===== config.mk =====
export PLATFORM = sky130hd
export DESIGN_NAME = selfsync_nibble_rx
export DESIGN_NICKNAME = d
export VERILOG_FILES = /design/src/rtl/sns_pkg.sv /design/src/rtl/sns_cell_timer.sv /design/src/rtl/sns_motor_hold.sv /design/src/rtl/sns_nibble_reg.sv /design/src/rtl/selfsync_nibble_rx.sv
export SDC_FILE = /design/constraint.sdc
export NUM_CORES = 1
export LEC_CHECK = 0
export ABC_AREA = 1
export BUFFER_PORTS_ARGS = -buffer_cell sky130_fd_sc_hd__buf_4
export CAP_MARGIN = 20
export CORE_MARGIN = 2
export CORE_UTILIZATION = 54
export CTS_CLUSTER_SIZE = 20
export DETAILED_ROUTE_END_ITERATION = 10
export PLACE_DENSITY = 0.78
export SLEW_MARGIN = 10
export SYNTH_ARGS = -nofsm -noshare
export SYNTH_HDL_FRONTEND = slang
export SYNTH_SLANG_ARGS = --single-unit
export TNS_END_PERCENT = 20

===== constraint.sdc =====
create_clock -name clk -period 1.8 [get_ports clk]
set_input_delay 0.18 -clock clk [delete_from_list [all_inputs] [get_ports clk]]
set_output_delay 0.18 -clock clk [all_outputs]
set_load 0.005 [all_outputs]

===== src/rtl/sns_pkg.sv =====
package sns_pkg;
  localparam int NIB_W = 8;
  typedef logic [NIB_W-1:0] nib_t;
endpackage


===== src/rtl/sns_cell_timer.sv =====
module sns_cell_timer #(
  parameter int CELL_CYC = 4
) (
  input  logic clk,
  input  logic rst_n,
  input  logic run,
  output logic sample
);
  localparam int CW = (CELL_CYC > 1) ? $clog2(CELL_CYC) : 1;
  logic [CW-1:0] cnt_q;

  assign sample = run && (cnt_q == CW'(CELL_CYC - 1));

  always_ff @(posedge clk) begin
    if (!rst_n || !run) cnt_q <= '0;
    else if (sample)    cnt_q <= '0;
    else                cnt_q <= cnt_q + CW'(1);
  end


  sample_gated_chk: assert property (@(posedge clk) disable iff (!rst_n)
    !run |=> !sample);
endmodule


===== src/rtl/sns_motor_hold.sv =====
module sns_motor_hold #(
  parameter int MOTOR_HOLD = 1000
) (
  input  logic clk,
  input  logic rst_n,
  input  logic start,
  input  logic stop,
  output logic enable
);
  localparam int MW = $clog2(MOTOR_HOLD + 1);
  logic [MW-1:0] left_q;
  logic          pend_q;

  always_ff @(posedge clk) begin
    if (!rst_n) begin
      enable <= 1'b0;
      pend_q <= 1'b0;
      left_q <= '0;
    end else if (start) begin
      enable <= 1'b1;
      pend_q <= 1'b0;
    end else if (stop && enable) begin
      pend_q <= 1'b1;
      left_q <= MW'(MOTOR_HOLD - 1);
    end else if (pend_q) begin
      if (left_q == '0) begin
        enable <= 1'b0;
        pend_q <= 1'b0;
      end else begin
        left_q <= left_q - MW'(1);
      end
    end
  end


  start_enables_chk: assert property (@(posedge clk) disable iff (!rst_n)
    start |=> enable);

  hold_keeps_enable_chk: assert property (@(posedge clk) disable iff (!rst_n)
    (pend_q && left_q != '0) |=> enable);
endmodule


===== src/rtl/sns_nibble_reg.sv =====
module sns_nibble_reg
  import sns_pkg::*;
#(
  parameter int HOLD_CYC = 4
) (
  input  logic clk,
  input  logic rst_n,
  input  logic sample,
  input  logic bit_in,
  input  logic load,
  input  nib_t load_val,
  output nib_t q
);
  localparam int AW = (HOLD_CYC > 1) ? $clog2(HOLD_CYC) : 1;
  logic [AW-1:0] age_q;
  logic          stat_q;
  logic          expired;

  assign expired = (age_q == AW'(HOLD_CYC - 1));

  always_ff @(posedge clk) begin
    if (!rst_n) begin
      q      <= '0;
      stat_q <= 1'b0;
      age_q  <= '0;
    end else begin
      if (!expired) age_q <= age_q + AW'(1);
      if (load) begin
        q      <= load_val;
        stat_q <= 1'b1;
        age_q  <= '0;
      end else if (stat_q) begin
        if (expired) begin
          q      <= '0;
          stat_q <= 1'b0;
        end
      end else if (sample) begin
        if (q == '0) begin
          q <= nib_t'(bit_in);
        end else if (q[NIB_W-1]) begin
          if (expired && bit_in) q <= nib_t'(1);
        end else begin
          q <= {q[NIB_W-2:0], bit_in};
          if (q[NIB_W-2]) age_q <= '0;
        end
      end
    end
  end


  zero_absorb_chk: assert property (@(posedge clk) disable iff (!rst_n)
    (q == '0 && !stat_q && !load && sample && !bit_in) |=> (q == '0));

  nibble_hold_chk: assert property (@(posedge clk) disable iff (!rst_n)
    (q[NIB_W-1] && !stat_q && !load && !expired) |=> $stable(q));

  restart_chk: assert property (@(posedge clk) disable iff (!rst_n)
    (q[NIB_W-1] && !stat_q && !load && expired && sample && bit_in) |=> (q == nib_t'(1)));

  load_copy_chk: assert property (@(posedge clk) disable iff (!rst_n)
    load |=> (q == $past(load_val)));

  load_wins_chk: assert property (@(posedge clk) disable iff (!rst_n)
    (load && sample) |=> (q == $past(load_val)));

  frozen_chk: assert property (@(posedge clk) disable iff (!rst_n)
    (!sample && !load && !stat_q && (q == '0 || !q[NIB_W-1])) |=> $stable(q));
endmodule


===== src/rtl/selfsync_nibble_rx.sv =====
module selfsync_nibble_rx
  import sns_pkg::*;
#(
  parameter int CELL_CYC   = 4,
  parameter int HOLD_CYC   = 4,
  parameter int MOTOR_HOLD = 1000
) (
  input  logic       clk,
  input  logic       rst_n,
  input  logic       cell_bit,
  input  logic       reg_read,
  input  logic       status_load,
  input  logic [7:0] status_word,
  input  logic       motor_on,
  input  logic       motor_off,
  output logic [7:0] reg_value,
  output logic [7:0] read_data,
  output logic       read_valid,
  output logic       drive_en
);
  logic sample;
  nib_t q;

  sns_motor_hold #(.MOTOR_HOLD(MOTOR_HOLD)) u_motor (
    .clk(clk), .rst_n(rst_n), .start(motor_on), .stop(motor_off), .enable(drive_en)
  );

  sns_cell_timer #(.CELL_CYC(CELL_CYC)) u_timer (
    .clk(clk), .rst_n(rst_n), .run(drive_en), .sample(sample)
  );

  sns_nibble_reg #(.HOLD_CYC(HOLD_CYC)) u_nib (
    .clk(clk), .rst_n(rst_n), .sample(sample), .bit_in(cell_bit),
    .load(status_load), .load_val(status_word), .q(q)
  );

  assign reg_value = q;

  always_ff @(posedge clk) begin
    if (!rst_n) begin
      read_valid <= 1'b0;
      read_data  <= '0;
    end else begin
      read_valid <= reg_read;
      if (reg_read) read_data <= q;
    end
  end


  read_return_chk: assert property (@(posedge clk) disable iff (!rst_n)
    reg_read |=> (read_valid && read_data == $past(reg_value)));

  disabled_frozen_chk: assert property (@(posedge clk) disable iff (!rst_n)
    (!drive_en && !status_load && !$past(status_load)) |=> (reg_value == $past(reg_value) || reg_value == '0));
endmodule


* Yosys cells after proc, flatten, opt, wreduce, memory -nomap -nowiden
Index checks and enable logic that the tools add are counted.
** Operators by class
- Reductions and logical operators :: 19
- Equality and inequality tests :: 6
- Multiplexer cells :: 26
- Bitwise gates (word level) :: 2
- $add $sub $neg :: 3
** Operators with widths (number)
- $mux 8 :: 7
- $mux 10 :: 3
- $mux 2 :: 6
- $logic_not 10->1 :: 1
- $mux 1 :: 10
- $sub 10x1->10 const B :: 1
- $reduce_and 3->1 :: 3
- $logic_not 8->1 :: 1
- $reduce_bool 2->1 :: 3
- $reduce_or 2->1 :: 3
- $ne 5x5->1 const B :: 1
- $add 2x1->2 const B :: 2
- $eq 2x2->1 const B :: 2
- $logic_and 1x1->1 :: 3
- $ne 3x3->1 const B :: 1
- $reduce_bool 3->1 :: 1
- $logic_not 1->1 :: 2
- $ne 2x1->1 const B :: 1
- $ne 2x2->1 const B :: 1
- $not 1->1 :: 2
- $reduce_and 2->1 :: 1
- $logic_or 1x1->1 :: 1
** Storage, ports and cells
- Output and inout port bits :: 18
- Bits of input ports :: 15
- Word-level logic and storage cells :: 66
- Flip-flop bits (word level) :: 34

* Depth between registers and ports, before layout
Gate-level depths: netlist (run 1).
- Depth in word-level cells :: 8
- Depth in mapped cells :: 9
- Depth with buffers taken out :: 9

* Hierarchy
From an unflattened synthesis (run 1), not the netlist that was laid out.
** Unflattened totals
- Cells, all modules :: 274
- Area, all modules :: 1895.6 um2
** Modules (own cells, without submodules)
- sns_motor_hold :: area each 718.2 um2, instances 1, cells each 111, seq. area each 240.2 um2
- sns_nibble_reg :: area each 716.9 um2, instances 1, cells each 99, seq. area each 220.2 um2
- selfsync_nibble_rx :: area each 375.4 um2, instances 1, cells each 54, seq. area each 180.2 um2
- sns_cell_timer :: area each 85.1 um2, instances 1, cells each 10, seq. area each 40.0 um2

* Least setup slack after synthesis (run 1)
OpenSTA, ideal clock, no wires.
- Path kind :: reg2reg
- From :: register u_motor.left_q[0]
- To :: register u_motor.left_q[0]
- Stages on the path, launching flop included :: 10
- Path buffers :: 0
- Data arrival time :: 1.212 ns
- Data required time :: 1.682 ns
- Clock period less this slack :: 1.330 ns
- Setup time :: 0.118 ns
- Path slack :: 0.470 ns
- Cell sequence :: dfxtp_1 > inv_1 > ha_1 > nand2_1 > nor2_1 > nand2_2 > nand2_4 > nand2_4 > o21ai_1 > nor2_1
** Between the ends
- Longest elaborated chain between the ends :: 4
- Elaborated cells between the ends (all ways) :: 7
- Classes of those cells :: add/sub: 1; eq/ne: 1; mux: 3; reduce/logical: 2
** Ends and longest elaborated chain
- start, declared :: RTL line sns_motor_hold.sv:11 : logic [MW-1:0] left_q;
- start signal, assigned :: RTL line sns_motor_hold.sv:24 : left_q <= MW'(MOTOR_HOLD - 1);
- start signal, assigned :: RTL line sns_motor_hold.sv:30 : left_q <= left_q - MW'(1);
- $sub 10x1->10 :: RTL line sns_motor_hold.sv:30
- $mux 10 :: RTL line sns_motor_hold.sv:26 : if (left_q == '0) begin
- $mux 10 :: RTL line sns_motor_hold.sv:25 : end else if (pend_q) begin
- $mux 10 :: RTL line sns_motor_hold.sv:22 : end else if (stop && enable) begin
Parallel ways exist; a longest one is shown, timed or not. The select of a mux whose other input is x is not followed.
A chain may end at the register's enable or synchronous reset.

* Worst setup path after layout (run 1)
- From :: register u_motor.left_q[0]
- To :: register u_motor.left_q[1]
The elaborated chain is that of the path after synthesis.

==> results of run 1 <==
-- layer usage --
layer / vias up / share of wire [%]
met5: - / 0
met4: 0 / 1.3
met3: 6 / 6.9
met2: 61 / 44
met1: 779 / 48
li1: 885 / -
-- cells by family after synthesis --
group | Yosys count | synth area share, %
adders and majority gates | 2 | 1.45
DFF | 34 | 39.4
buffers and inverters | 34 | 8.92
and+or+nand+nor | 138 | 35.8
AOI/OAI and AO/OA | 44 | 14.4
-- cell type report --
class | count | area, sq um | area share, %
Clock buffer | 5 | 37.5 | 1.82
Clock inverter | 3 | 45.0 | 2.19
Inverter | 27 | 101 | 4.92
Multi-Input combinational cell | 184 | 891 | 43.3
Sequential cell | 34 | 681 | 33.1
Tap cell | 44 | 55.1 | 2.67
Timing Repair Buffer | 33 | 248 | 12.0
-- path summary, 6_finish.rpt --
path | endpoint | cells after the start
worst max-delay path | u_motor.left_q[1]$_SDFFE_PN0P_ | 9
worst max register to register | u_motor.left_q[1]$_SDFFE_PN0P_ | 9
worst min register to register | u_timer.cnt_q[0]$_SDFF_PP0_ | 1
worst min-delay path | read_data[6]$_SDFFE_PN0P_ | 2
-- report_power, final --
| part | switching [mW] | total [mW] | leakage [nW] | internal, mW |
|---|---|---|---|---|
| Clock | 0.274 | 0.565 | 0.0374 | 0.291 |
| Sequential | 0.0574 | 0.868 | 0.280 | 0.811 |
| Combinational | 0.248 | 0.440 | 0.658 | 0.191 |
| Total | 0.580 | 1.87 | 0.975 | 1.29 |
-- registers in the layout, summed over array words and instances (netlist names) --
signal	flops
read_data	8
u_nib.stat_q	1
u_motor.pend_q	1
read_valid	1
u_timer.cnt_q	2
u_motor.left_q	10
u_nib.q	8
u_nib.age_q	2
u_motor.enable	1
-- cell usage in the layout (no fill, tap or decap), types with 2 or more instances in the layout --
cell and n:
buf_4 33, nor3_1 6, nor2_1 44, clkinvlp_4 2, nand3_1 29, nand2_4 2, inv_1 27, dfxtp_1 34
o21ai_1 2, ha_1 2, a21oi_1 23, clkbuf_4 5, or2_1 2, nand2_1 45, o21ai_0 10, nand2_2 3
a21oi_2 2, a21boi_0 2
-- critical path: cells and delay by family, from the launching register on --
kind | cells | cell delay, ns
AO/OA/AOI/OAI | 1 | 0.14
adder cells (fa/ha/maj) | 1 | 0.20
buffers and inverters | 1 | 0.13
flip-flops | 1 | 0.33
AND/OR/NAND/NOR | 6 | 0.64
==> results.ini, run 1 <==
[yosys]
ys_warn_count = 0
synthCells = 252
yosys.area.top_type = dfxtp_1
yosys_most_used_dff = dfxtp_1
synth_edf_count = 0
yosys.cell_count.top_type = nand2_1
syn-cell-area_sq_um = 1730
synth-seq-area-share_pct = 39.4
yosys-top-cells-count = nand2_1 (45), nor2_1 (44), dfxtp_1 (34)
syn-num-nets = 269
yosys.cell_types.count = 30
avgSynthCellArea_sq_um = 6.85
yosysTopAreaCellShare_pct = 39.4
synth_seq_cells = 34
async_reset_ff_share_pct = 0
synth.area.top_cells = dfxtp_1 (39%), nand2_1 (9.8%), nor2_1 (9.6%)

[worst_hold_path]
min_from = reg_read
min_path_type = input pin to register

[setup_path]
critPathArrivalTime_ns = 1.77
crit_chain = inv_1, ha_1, nand2_1, nor2_1, nand2_2, nand2_4, nand2_4, o21ai_1, nor2_1
crit_path_end_kind = register
critPathMaxStageDelay_ns = 0.33
cp-startpoint = u_motor.left_q[0]$_SDFFE_PN0P_
r2r-start = u_motor.left_q[0]$_SDFFE_PN0P_
ff2ff_setup_slack_ns = 0.27
crit_fanout = 10
start_kind = register
critPathSlowestCell = dfxtp_1
crit_required_ns = 2.04
criticalPathCategory = register to register

[clocking]
htreeDepth = 2
root_buffer = clkbuf_4
tritoncts = yes
post_cts_resized = 0
cts.sinks = 34
postCtsSetupBuffers = 0
cts_made_buffers = 5
clk_pin_slew_ns = 0.11
cts_hold_buf = 0
cts_buffer_depth = 2
insertion_delay_ns = 0.34

[floorplan]
dieArea_sq_um = 3660
initial_core_util_pct = 56.5
core_sq_um = 3050
die_h_microns = 60.5
fp-row-count = 20
die_width_microns = 60.5
boundaryPins = 33

[global_route]
met3_usage_pct = 5.97
grt_pass1_wl_mm = 6.49
grtUsageMet1_pct = 34.3
grt_max_degree = 22
grt_usage_pct = 23.4
overflow = 0
antenna_found_initial = 0
busiest_layer = met1
grt_pass1_vias = 1454
grt_util_met2_pct = 34.0

[sta]
finalSetupTns_ns = 0
finalClockSkew_ns = 0.00775
setup_ws_ns = 0.272
setup_viol_count_final = 0
finalHoldViolations = 0
relSlewSlack_pct = 67.1
max_freq_mhz = 654
rsz0062_at_grt = false
maxSlewViolCount = 0
whs_ns = 0.105
tightestPinTransition_ns = 0.487
fin_crit_sh_pct = 84.9
fin_crit_ns = 1.53

[placement]
io_buffers = 32
placed_cells = 322
dp_slack_ns = 0.301
dp_hpwl_mm = 2.77
place_congestion = 0.914
dpl_cell_area_sq_um = 1980

[layout]
antennaDiodeCount = 0
fin_cells = 330
final_cell_area_sq_um = 2060
syn2layout_area_growth_pct = 19.3
fin_util_pct = 67.4
layout.nets = 302
fillers = 286
drive_above_1_share_pct = 18.5

[route]
wl_per_cell_microns = 11.8
viasPerCell = 5.25
drtPass1Iterations = 4
vias = 1731
antenna_left = 0
drtIter0Drc = 99
wirelength_mm = 3.90
drc = 0

[power]
finalPower_mw = 1.87
p_leak_nw = 0.975
power.density_nw_per_um2 = 910
vdd_ir_drop_max_v = 0.000516

[status]
outcome = complete, no violations

[flow_run]
maxCapViolations = 0

No activity file was read; power rests on OpenSTA's default activity.
==> inputs of run 2 (changes only) <==
clock period = 1.5 ns   (was 1.8 ns; I/O delays follow)
==> results.ini, run 2 (synthesis results as in run 1) <==
[power]
seq_power_share_pct = 41.8  ; was 46.3%
power.density_nw_per_um2 = 1140  ; was 910 nW/um^2
vdd_ir_drop_max_v = 0.000750  ; was 0.000516 V
p_sw_share_pct = 28.8  ; was 31.0%
p_comb_share_pct = 23.4  ; was 23.5%
p_int_mw = 1.75  ; was 1.29 mW
p_leak_nw = 1.03  ; was 0.975 nW
clockPowerShare_pct = 34.8  ; was 30.2%
switching_power_uw = 710  ; was 580 uW

[route]
vias = 1762  ; was 1731
drc = 0  ; unchanged
wl_per_cell_microns = 11.9  ; was 11.8 microns
viasPerCell = 5.21  ; was 5.25
drtIter0Drc = 138  ; was 99
wirelength_mm = 4.04  ; was 3.90 mm
drtPass1Iterations = 4  ; unchanged
antenna_left = 0  ; unchanged

[clocking]
cts_made_buffers = 5  ; unchanged
clk_pin_slew_ns = 0.11  ; about the same
cts_buffer_depth = 2  ; unchanged
htreeDepth = 2  ; unchanged
postCtsSetupBuffers = 0  ; unchanged
root_buffer = clkbuf_4  ; unchanged
tritoncts = yes  ; unchanged
insertion_delay_ns = 0.35  ; was 0.34 ns
cts.sinks = 34  ; unchanged

[worst_hold_path]
min_path_cells = 2  ; unchanged
min_path_type = input pin to register  ; unchanged
min_from = reg_read  ; unchanged

[layout]
fin_util_pct = 70.5  ; was 67.4%
max_flop_register = u_motor.left_q  ; unchanged
final_common_cell = nand2_1  ; unchanged
layout.nets = 310  ; was 302
top_regs = u_motor.left_q x10, read_data x8, u_nib.q x8  ; unchanged
final_cell_mix = nand2_1 (45), nor2_1 (43), buf_4 (41)  ; was nand2_1 (45), nor2_1 (44), dfxtp_1 (34)
drive_above_1_share_pct = 21.4  ; was 18.5%
antennaDiodeCount = 0  ; unchanged
syn2layout_area_growth_pct = 24.8  ; was 19.3%
largest_register_ffs = 10  ; unchanged

[setup_path]
cp-startpoint = u_motor.left_q[0]$_SDFFE_PN0P_  ; unchanged
critPathArrivalTime_ns = 1.66  ; was 1.77 ns
criticalPathCategory = register to register  ; unchanged
reg2reg_depth = 9  ; unchanged
r2r-start = u_motor.left_q[0]$_SDFFE_PN0P_  ; unchanged
crit_required_ns = 1.75  ; was 2.04 ns
crit_fanout = 10  ; unchanged
crit_path_end_kind = register  ; unchanged
start_kind = register  ; unchanged

[global_route]
grt_usage_pct = 23.2  ; was 23.4%
grt_pass1_vias = 1415  ; was 1454
overflow = 0  ; unchanged
grt_max_degree = 22  ; unchanged
antenna_found_initial = 0  ; unchanged
grt_pass1_wl_mm = 6.34  ; was 6.49 mm

[sta]
whs_ns = 0.0728  ; was 0.105 ns
tightestPinTransition_ns = 0.409  ; was 0.487 ns
setup_ws_ns = 0.0894  ; was 0.272 ns
setup_viol_count_final = 0  ; unchanged
fin_crit_ns = 1.41  ; was 1.53 ns
maxSlewViolCount = 0  ; unchanged
fin_crit_sh_pct = 94.0  ; was 84.9%
finalClockSkew_ns = 0.00886  ; was 0.00775 ns
rsz0062_at_grt = true  ; was false
finalHoldViolations = 0  ; unchanged
max_freq_mhz = 709  ; was 654 MHz
relSlewSlack_pct = 72.7  ; was 67.1%

[floorplan]
initial_core_util_pct = 56.5  ; unchanged
core_sq_um = 3050  ; unchanged
fp-row-count = 20  ; unchanged
die_h_microns = 60.5  ; unchanged
die_width_microns = 60.5  ; unchanged
boundaryPins = 33  ; unchanged
dieArea_sq_um = 3660  ; unchanged

[placement]
place_congestion = 0.894  ; was 0.914
dp_hpwl_mm = 2.79  ; was 2.77 mm
dp_slack_ns = 0.158  ; was 0.301 ns
io_buffers = 32  ; unchanged

[flow_run]
maxCapViolations = 0  ; unchanged

[status]
outcome = complete, no violations  ; unchanged

run 2: stage by stage:
step                setup TNS, ns  instances  total power, mW  instance area (sq um)
finish                          0        338             2.46                   2150
global route              -0.0106        338             2.58                   2150
CTS                             0        338             2.46                   2140
detailed placement              0        330             1.61                   2040
global placement                0        330             1.60                   2040
floorplan                       0        252             1.42                   1730
run 2: what timing repair did:
item                                    CTS  global route
resized for setup                         0             3
hold buffers                              0             0
endpoints found under the setup margin    0            10
run 2: final timing paths:
kind,end,slack [ns]
worst max-delay path,u_motor.left_q[0]$_SDFFE_PN0P_,0.09
worst min-delay path,read_data[7]$_SDFFE_PN0P_,0.07
worst max register to register,u_motor.left_q[0]$_SDFFE_PN0P_,0.09
worst min register to register,u_timer.cnt_q[0]$_SDFF_PP0_,0.44
run 2: worst max-delay path, stage by stage (launching register included):
cell,delay (ns)
dfxtp_1,0.33
inv_1,0.07
ha_1,0.16
nand2_1,0.07
nor2_1,0.11
nand2_2,0.10
nand2_4,0.14
nand2_4,0.11
o21ai_1,0.15
nor2_1,0.06
run 2: power groups by stage:
stage	combinational, mW	clock, mW	sequential [mW]
after global placement	0.554	0	1.05
after floorplan	0.364	0	1.05
after detailed placement	0.561	0	1.05
after global routing	0.650	0.891	1.04
final	0.577	0.856	1.03
after CTS	0.570	0.862	1.03
run 2: final cells by class:
type,instances,area (sq um)
Clock buffer,5,37.5
Clock inverter,3,68.8
Tap cell,44,55.1
Inverter,27,101
Multi-Input combinational cell,184,901
Timing Repair Buffer,41,308
Fill cell,276,900
Sequential cell,34,682
run 2: layer usage:
| metal | vias up | wire (microns) | track usage [%] |
|---|---|---|---|
| li1 | 908 | - | - |
| met1 | 788 | 1910 | 35.2 |
| met2 | 58 | 1770 | 31.4 |
| met3 | 8 | 275 | 5.97 |
| met4 | 0 | 81 | 8.70 |
| met5 | - | 0 | 0 |
